[config.mk]
export PLATFORM = sky130hd
export DESIGN_NAME = useq_next_addr
export DESIGN_NICKNAME = d
export VERILOG_FILES = /design/src/rtl/useq_pkg.sv /design/src/rtl/useq_pc.sv /design/src/rtl/useq_hold.sv /design/src/rtl/useq_stack.sv /design/src/rtl/useq_next_addr.sv
export SDC_FILE = /design/constraint.sdc
export NUM_CORES = 1
export LEC_CHECK = 0
export BUFFER_PORTS_ARGS = -buffer_cell sky130_fd_sc_hd__buf_2
export CAP_MARGIN = 10
export CORE_ASPECT_RATIO = 0.5
export CORE_UTILIZATION = 59
export CTS_BUF_LIST = sky130_fd_sc_hd__clkbuf_8
export DETAILED_ROUTE_END_ITERATION = 7
export GPL_TIMING_DRIVEN = 0
export PLACE_DENSITY = 0.84
export SYNTH_ARGS = -nofsm -noshare
export SYNTH_HDL_FRONTEND = slang
export SYNTH_SLANG_ARGS = --single-unit
[constraint.sdc]
create_clock -name clk -period 4.1 [get_ports clk]
set_clock_uncertainty 0.1 [all_clocks]
set_input_delay 0.82 -clock clk [delete_from_list [all_inputs] [get_ports clk]]
set_output_delay 0.82 -clock clk [all_outputs]
set_load 0.05 [all_outputs]
[src/rtl/useq_pkg.sv]
package useq_pkg;
  typedef enum logic [1:0] {
    SRC_PC    = 2'b00,
    SRC_HOLD  = 2'b01,
    SRC_STACK = 2'b10,
    SRC_DBUS  = 2'b11
  } src_e;
endpackage

[src/rtl/useq_pc.sv]
module useq_pc #(
  parameter int AW = 12
) (
  input  logic          clk,
  input  logic          rst,
  input  logic [AW-1:0] addr_in,
  output logic [AW-1:0] pc_q
);
  function automatic logic [AW-1:0] addr_inc(input logic [AW-1:0] a);
    return a + AW'(1);
  endfunction

  always_ff @(posedge clk) begin
    if (rst) pc_q <= '0;
    else     pc_q <= addr_inc(addr_in);
  end
endmodule

[src/rtl/useq_hold.sv]
module useq_hold #(
  parameter int AW = 12
) (
  input  logic          clk,
  input  logic          rst,
  input  logic          ld_n,
  input  logic          dec_n,
  input  logic [AW-1:0] ld_val,
  output logic [AW-1:0] hold_q,
  output logic          is_zero
);
  function automatic logic [AW-1:0] cnt_next(input logic [AW-1:0] cur,
                                             input logic ld, input logic dec,
                                             input logic [AW-1:0] val);
    if (ld)                  return val;
    else if (dec && cur != '0) return cur - AW'(1);
    else                     return cur;
  endfunction

  always_ff @(posedge clk) begin
    if (rst) hold_q <= '0;
    else     hold_q <= cnt_next(hold_q, !ld_n, !dec_n, ld_val);
  end

  assign is_zero = (hold_q == '0);
endmodule

[src/rtl/useq_stack.sv]
module useq_stack #(
  parameter int AW    = 12,
  parameter int DEPTH = 4
) (
  input  logic                         clk,
  input  logic                         rst,
  input  logic                         push,
  input  logic                         pop,
  input  logic [AW-1:0]                wr_data,
  output logic [AW-1:0]                top,
  output logic [$clog2(DEPTH+1)-1:0]   depth
);
  localparam int PW = $clog2(DEPTH+1);

  logic [AW-1:0] mem [DEPTH];
  logic          full, empty;
  logic [PW-1:0] wr_idx;

  assign full   = (depth == PW'(DEPTH));
  assign empty  = (depth == '0);
  assign wr_idx = full ? PW'(DEPTH-1) : depth;

  for (genvar g = 0; g < DEPTH; g++) begin : g_ent
    always_ff @(posedge clk) begin
      if (!rst && push && wr_idx == PW'(g)) mem[g] <= wr_data;
    end
  end

  always_ff @(posedge clk) begin
    if (rst)                depth <= '0;
    else if (push && !full) depth <= depth + PW'(1);
    else if (pop && !empty) depth <= depth - PW'(1);
  end

  always_comb begin
    top = '0;
    for (int k = 0; k < DEPTH; k++)
      if (depth == PW'(k+1)) top = mem[k];
  end
endmodule

[src/rtl/useq_next_addr.sv]
module useq_next_addr #(
  parameter int AW    = 12,
  parameter int DEPTH = 4
) (
  input  logic          clk,
  input  logic          rst,
  input  logic [1:0]    src_sel,
  input  logic          stk_en_n,
  input  logic          stk_dir,
  input  logic          cnt_ld_n,
  input  logic          cnt_dec_n,
  input  logic          map_req_n,
  input  logic [AW-1:0] dbus,
  output logic [AW-1:0] next_addr,
  output logic          cnt_zero,
  output logic          map_oe_n
);
  import useq_pkg::*;
  localparam int PW = $clog2(DEPTH+1);

  logic [AW-1:0] pc_q;
  logic [AW-1:0] hold_q;
  logic [AW-1:0] stk_top;
  logic [PW-1:0] stk_depth;
  logic          push_ev;
  logic          pop_ev;
  src_e          src;

  assign push_ev = !stk_en_n &&  stk_dir;
  assign pop_ev  = !stk_en_n && !stk_dir;
  assign src     = src_e'(src_sel);

  always_comb begin
    unique case (src)
      SRC_PC:    next_addr = pc_q;
      SRC_HOLD:  next_addr = hold_q;
      SRC_STACK: next_addr = stk_top;
      default:   next_addr = dbus;
    endcase
  end

  useq_pc #(.AW(AW)) u_pc (
    .clk(clk), .rst(rst), .addr_in(next_addr), .pc_q(pc_q)
  );

  useq_hold #(.AW(AW)) u_hold (
    .clk(clk), .rst(rst), .ld_n(cnt_ld_n), .dec_n(cnt_dec_n),
    .ld_val(dbus), .hold_q(hold_q), .is_zero(cnt_zero)
  );

  useq_stack #(.AW(AW), .DEPTH(DEPTH)) u_stk (
    .clk(clk), .rst(rst), .push(push_ev), .pop(pop_ev),
    .wr_data(pc_q), .top(stk_top), .depth(stk_depth)
  );

  assign map_oe_n = map_req_n;
endmodule

==> results.yml, run 1 <==
route:
  vias: 3065
  met1_length_mm: 3.95
  viasPerCell: 6.14
  routed-wl-met2_mm: 4.19
  drt_pre_antenna_iters: 5
  top_layer: "met4"
  wirelength_mm: 9.41
  drc_errors: 0
  drtAntennaViolNets: 0
  routedWlPerCell_microns: 18.9
  wl_met3_mm: 1.02
  drt_iter0_drc: 293
critical_path:
  arrival_ps: 2780
  cp_max_fo: 10
  end_kind: "output port"
  required_ps: 3180
  path_class: "flop to output port"
  critical-path-max-stage-delay_ps: 460
  rrSetupSlack_ps: 720
  cp.buffers_inverters: 3
  start_kind: "flop"
  cp_top_family: "compound AO/OA/AOI/OAI gates"
  worstPathCellList: "ha_1 -> ha_1 -> buf_2 -> inv_1 -> o211ai_1 -> o21ai_0 -> o211ai_1 -> o221a_2 -> buf_2"
  slowest_stage: "dfxtp_1"
global_routing:
  first_global_vias: 2873
  grt_usage: 0.295
  grt_pass1_wl_mm: 14.4
  grt_overflow: 0
  grt_max_degree: 16
  antenna_found_initial: 0
flow_run:
  cap_violations: 0
finish:
  final_util: 0.700
  fillCellCount: 410
  antenna_cells: 0
  fin_nets: 435
  syn_to_final_growth_pct: 13.0
  finalNonFillerCells: 499
  drive_gt1_frac: 0.219
status:
  outcome: "completed"
pwr:
  leakage_uw: 0.00154
  powerDensity_nw_per_um2: 443
  peakVddDrop_mv: 0.238
floorplan:
  start_util: 0.620
  die_w_microns: 115
  rows: 20
  core_sq_um: 6130
  die_y_microns: 58.7
  die_area_sq_um: 6780
  io_pins: 35
placed_design:
  placed_cells: 483
  routabilityCongestion: 0.871
  hpwlAfterDp_mm: 6.64
  port_buffers: 29
clock_tree:
  insertion_delay_ps: 360
  cts_resized: 0
  clk_root_buffer_cell: "clkbuf_8"
  post_cts_buffers: 0
  h-tree-depth: 3
  cts_tree: "yes"
  clockBufferDepth: 2
  clk_pin_slew_ps: 90
  cts_made_buffers: 9
  hold_buffers: 0
  clock_sinks: 75
synth:
  synth_seq_cells: 75
  yosysMostFrequentCell: "edfxtp_1"
  synthArstFlopShare: 0
  synthesis.instances: 363
  synth_area_sq_um: 3800
  ys_seq_area_frac: 0.522
  synthTopCellsByCount: "48 x edfxtp_1, 44 x nand2_1, 31 x nor2_1, 27 x dfxtp_1, 26 x a21oi_1"
  synth-edff-count: 48
  avgSynthCellArea_sq_um: 10.5
  synth_ff_type: "edfxtp_1"
  yosysWarnings: 0
  synth.distinct_cells: 53
  yosysTopAreaCell: "edfxtp_1"
  syn_nets: 392
  synth_area_leaders: "edfxtp_1 38%, dfxtp_1 14%, nand2_1 4.3%"
  yosysTopAreaCellShare: 0.379
timing:
  grt_setup_unrepaired: "false"
  tns_ps: 0
  finalCritPeriodShare: 0.903
  hold_viol: 0
  final_max_slew_viol_count: 0
  max_freq_ghz: 0.270
  period_needed_ps: 3700
  slew-limit-headroom: 0.418
  final-setup-viol-count: 0
  worstMarginPinSlew_ps: 873
min_path:
  hp-class: "flop to flop"
==> sequential cells by signal, indices dropped and copies added, names as in the netlist <==
signal and count:
u_stk.mem 48, u_pc.pc_q 12, u_hold.hold_q 12, u_stk.depth 3
==> metrics by stage <==
stage	worst slack [ps]	power (uW)	area, sq um	hold WS, ps
3_3_place_gp	233	1290	4050	388
4_1_cts	413	1890	4290	422
6_report	396	1900	4290	425
2_1_floorplan	489	1210	3800	356
5_1_grt	240	1960	4290	439
3_5_place_dp	781	1320	4090	400
==> logic make-up after synthesis <==
kind of cell / after synthesis / synth area share
AO/OA/AOI/OAI: 97 / 0.190
XOR/XNOR: 15 / 0.0346
adder cells (fa/ha/maj): 8 / 0.0264
buffers and inverters: 33 / 0.0412
flip-flops: 75 / 0.522
multiplexers: 5 / 0.0138
AND/OR/NAND/NOR: 130 / 0.173
==> power breakdown <==
part / switching (uW) / total [uW] / leakage [uW] / internal (uW)
Combinational: 276 / 419 / 0.000775 / 143
Clock: 299 / 590 / 0.000101 / 290
Sequential: 41.9 / 891 / 0.000667 / 849
Total: 618 / 1900 / 0.00154 / 1280
==> final timing paths <==
path / end / startpoint / cells after the start
worst min-delay path: u_stk.mem[3][8] / u_pc.pc_q[8] / 0
worst min register to register: u_stk.mem[3][8] / u_pc.pc_q[8] / 0
worst max-delay path: next_addr[11] / u_stk.depth[1] / 9
worst max register to register: u_pc.pc_q[10] / u_stk.depth[0] / 11
==> final cells by class <==
class	count	area, sq um	area share
flip-flops and latches	75	1980	0.462
multi-input cells	255	1670	0.388
repair buffers	32	171	0.0399
clock buffers	9	124	0.0289
plain buffers	22	115	0.0268
well taps	88	110	0.0257
clock inverters	7	81.3	0.0190
inverters	11	41.3	0.00962
==> layer usage <==
metal	track usage	vias up
li1	-	1411
met1	0.381	1455
met2	0.453	167
met3	0.0947	32
met4	0.150	0
met5	0	-
==> placed cells by master (no fill, tap or decap), types with 9 or more instances in the layout <==
cell	n
nand2_1	44
dfxtp_1	27
inv_1	10
a211oi_1	13
buf_2	40
edfxtp_1	48
clkbuf_8	9
o21ai_0	13
a21oi_1	26
nor2_1	31
nand3b_1	13
==> worst register-to-register path: cells and delay by family, from the launching register on <==
family	cells	cell delay [ps]
AOI/OAI and AO/OA	3	710
and+or+nand+nor	3	940
DFF	1	460
adders and majority gates	2	500
buffers and inverters	3	620
Power figures use the tool's default switching activity.
==> run 2: changes to the inputs <==
- PLACE_DENSITY: 0.84 -> not set
- PLACE_DENSITY_LB_ADDON: not set -> 0.2
- clock period: 4.1 -> 4.2 ns (I/O delays scaled with it)
==> results.yml, run 2 (synthesis results as in run 1) <==
status:
  outcome: "completed"
clock_tree:
  clock_sinks: 75
  clockBufferDepth: 2
  h-tree-depth: 3
  post_cts_buffers: 0
  cts_resized: 0
  clk_pin_slew_ps: 70
  cts_tree: "yes"
  hold_buffers: 0
  clk_root_buffer_cell: "clkbuf_8"
  insertion_delay_ps: 340
  cts_made_buffers: 9
finish:
  syn_to_final_growth_pct: 11.7
  final_common_cell: "edfxtp_1"
  reg_top3: "u_stk.mem (48), u_hold.hold_q (12), u_pc.pc_q (12)"
  final_util: 0.692
  fin_nets: 434
  largest_reg_flops: 48
  antenna_cells: 0
  regMostFlops: "u_stk.mem"
  drive_gt1_frac: 0.210
  final_cell_mix: "48 x edfxtp_1, 44 x nand2_1, 40 x buf_2"
  fillCellCount: 474
global_routing:
  antenna_found_initial: 0
  grt_pass1_wl_mm: 14.0
  grt_usage: 0.290
  grt_max_degree: 13
  first_global_vias: 2768
  grt_overflow: 0
floorplan:
  die_area_sq_um: 6780
  core_sq_um: 6130
  rows: 20
  io_pins: 35
  start_util: 0.620
  die_y_microns: 58.7
  die_w_microns: 115
pwr:
  peakVddDrop_mv: 0.223
  leakage_uw: 0.00154
  powerDensity_nw_per_um2: 410
timing:
  period_needed_ps: 3670
  final-setup-viol-count: 0
  worstMarginPinSlew_ps: 896
  tns_ps: 0
  hold_viol: 0
  max_freq_ghz: 0.273
  final_max_slew_viol_count: 0
  slew-limit-headroom: 0.397
  finalCritPeriodShare: 0.873
  grt_setup_unrepaired: "false"
critical_path:
  path_class: "flop to output port"
  slowest_stage: "dfxtp_1"
  end_kind: "output port"
  cp_top_family: "compound AO/OA/AOI/OAI gates"
  cp_max_fo: 10
  start_kind: "flop"
  worstPathCellList: "ha_1 -> ha_1 -> buf_2 -> inv_1 -> o211ai_1 -> o21ai_0 -> o211ai_1 -> o221a_2 -> buf_2"
  cp.buffers_inverters: 3
  critical-path-max-stage-delay_ps: 460
  arrival_ps: 2730
  required_ps: 3260
placed_design:
  routabilityCongestion: 0.828
  hpwlAfterDp_mm: 6.61
  port_buffers: 29
min_path:
  hp-class: "flop to flop"
route:
  drt_pre_antenna_iters: 4
  drtAntennaViolNets: 0
  drt_iter0_drc: 241
  vias: 2985
  drc_errors: 0
  routedWlPerCell_microns: 18.1
  viasPerCell: 5.99
  wirelength_mm: 9.04
flow_run:
  cap_violations: 0
run 2: report_power, final:
part / total (uW) / switching [uW] / internal (uW) / leakage, uW
registers: 870 / 40.1 / 829 / 0.000667
logic: 404 / 266 / 139 / 0.000769
clock network: 467 / 246 / 221 / 0.0000996
run 2: area by class of cell:
class / count / area, sq um / share of cell area
Timing Repair Buffer: 31 / 164 / 0.0386
Tap cell: 88 / 110 / 0.0260
Inverter: 11 / 41.3 / 0.00973
Clock inverter: 6 / 26.3 / 0.00619
Buffer: 22 / 115 / 0.0271
Sequential cell: 75 / 1980 / 0.467
Multi-Input combinational cell: 255 / 1670 / 0.393
Clock buffer: 10 / 138 / 0.0324
run 2: path summary, 6_finish.rpt:
kind | to | startpoint | cells past startpoint | slack [ps]
worst max-delay path | next_addr[11] | u_stk.depth[1] | 9 | 530
worst max register to register | u_pc.pc_q[10] | u_stk.depth[0] | 11 | 910
worst min register to register | u_stk.mem[1][8] | u_pc.pc_q[8] | 0 | 430
worst min-delay path | u_stk.mem[1][8] | u_pc.pc_q[8] | 0 | 430
run 2: worst register-to-register path, delay by kind of cell, from the launching register on:
family,cells,cell delay (ps)
adder cells (fa/ha/maj),2,590
buffers and inverters,2,350
AO/OA/AOI/OAI,4,870
AND/OR/NAND/NOR,3,850
flip-flops,1,460
run 2: per-layer routing:
metal / share of wire / GRT usage
met5: 0 / 0
met4: 0.0073 / 0.108
met3: 0.10 / 0.0917
met2: 0.44 / 0.441
met1: 0.46 / 0.394
run 2: per-stage QoR:
step / hold WS [ps] / area, sq um / setup slack [ps] / cells / total power, uW
6_report: 429 / 4240 / 532 / 498 / 1740
5_1_grt: 432 / 4240 / 355 / 498 / 1810
4_1_cts: 417 / 4240 / 528 / 498 / 1740
3_5_place_dp: 409 / 4080 / 828 / 482 / 1280
3_3_place_gp: 394 / 4050 / 400 / 480 / 1270
2_1_floorplan: 356 / 3800 / 569 / 363 / 1180
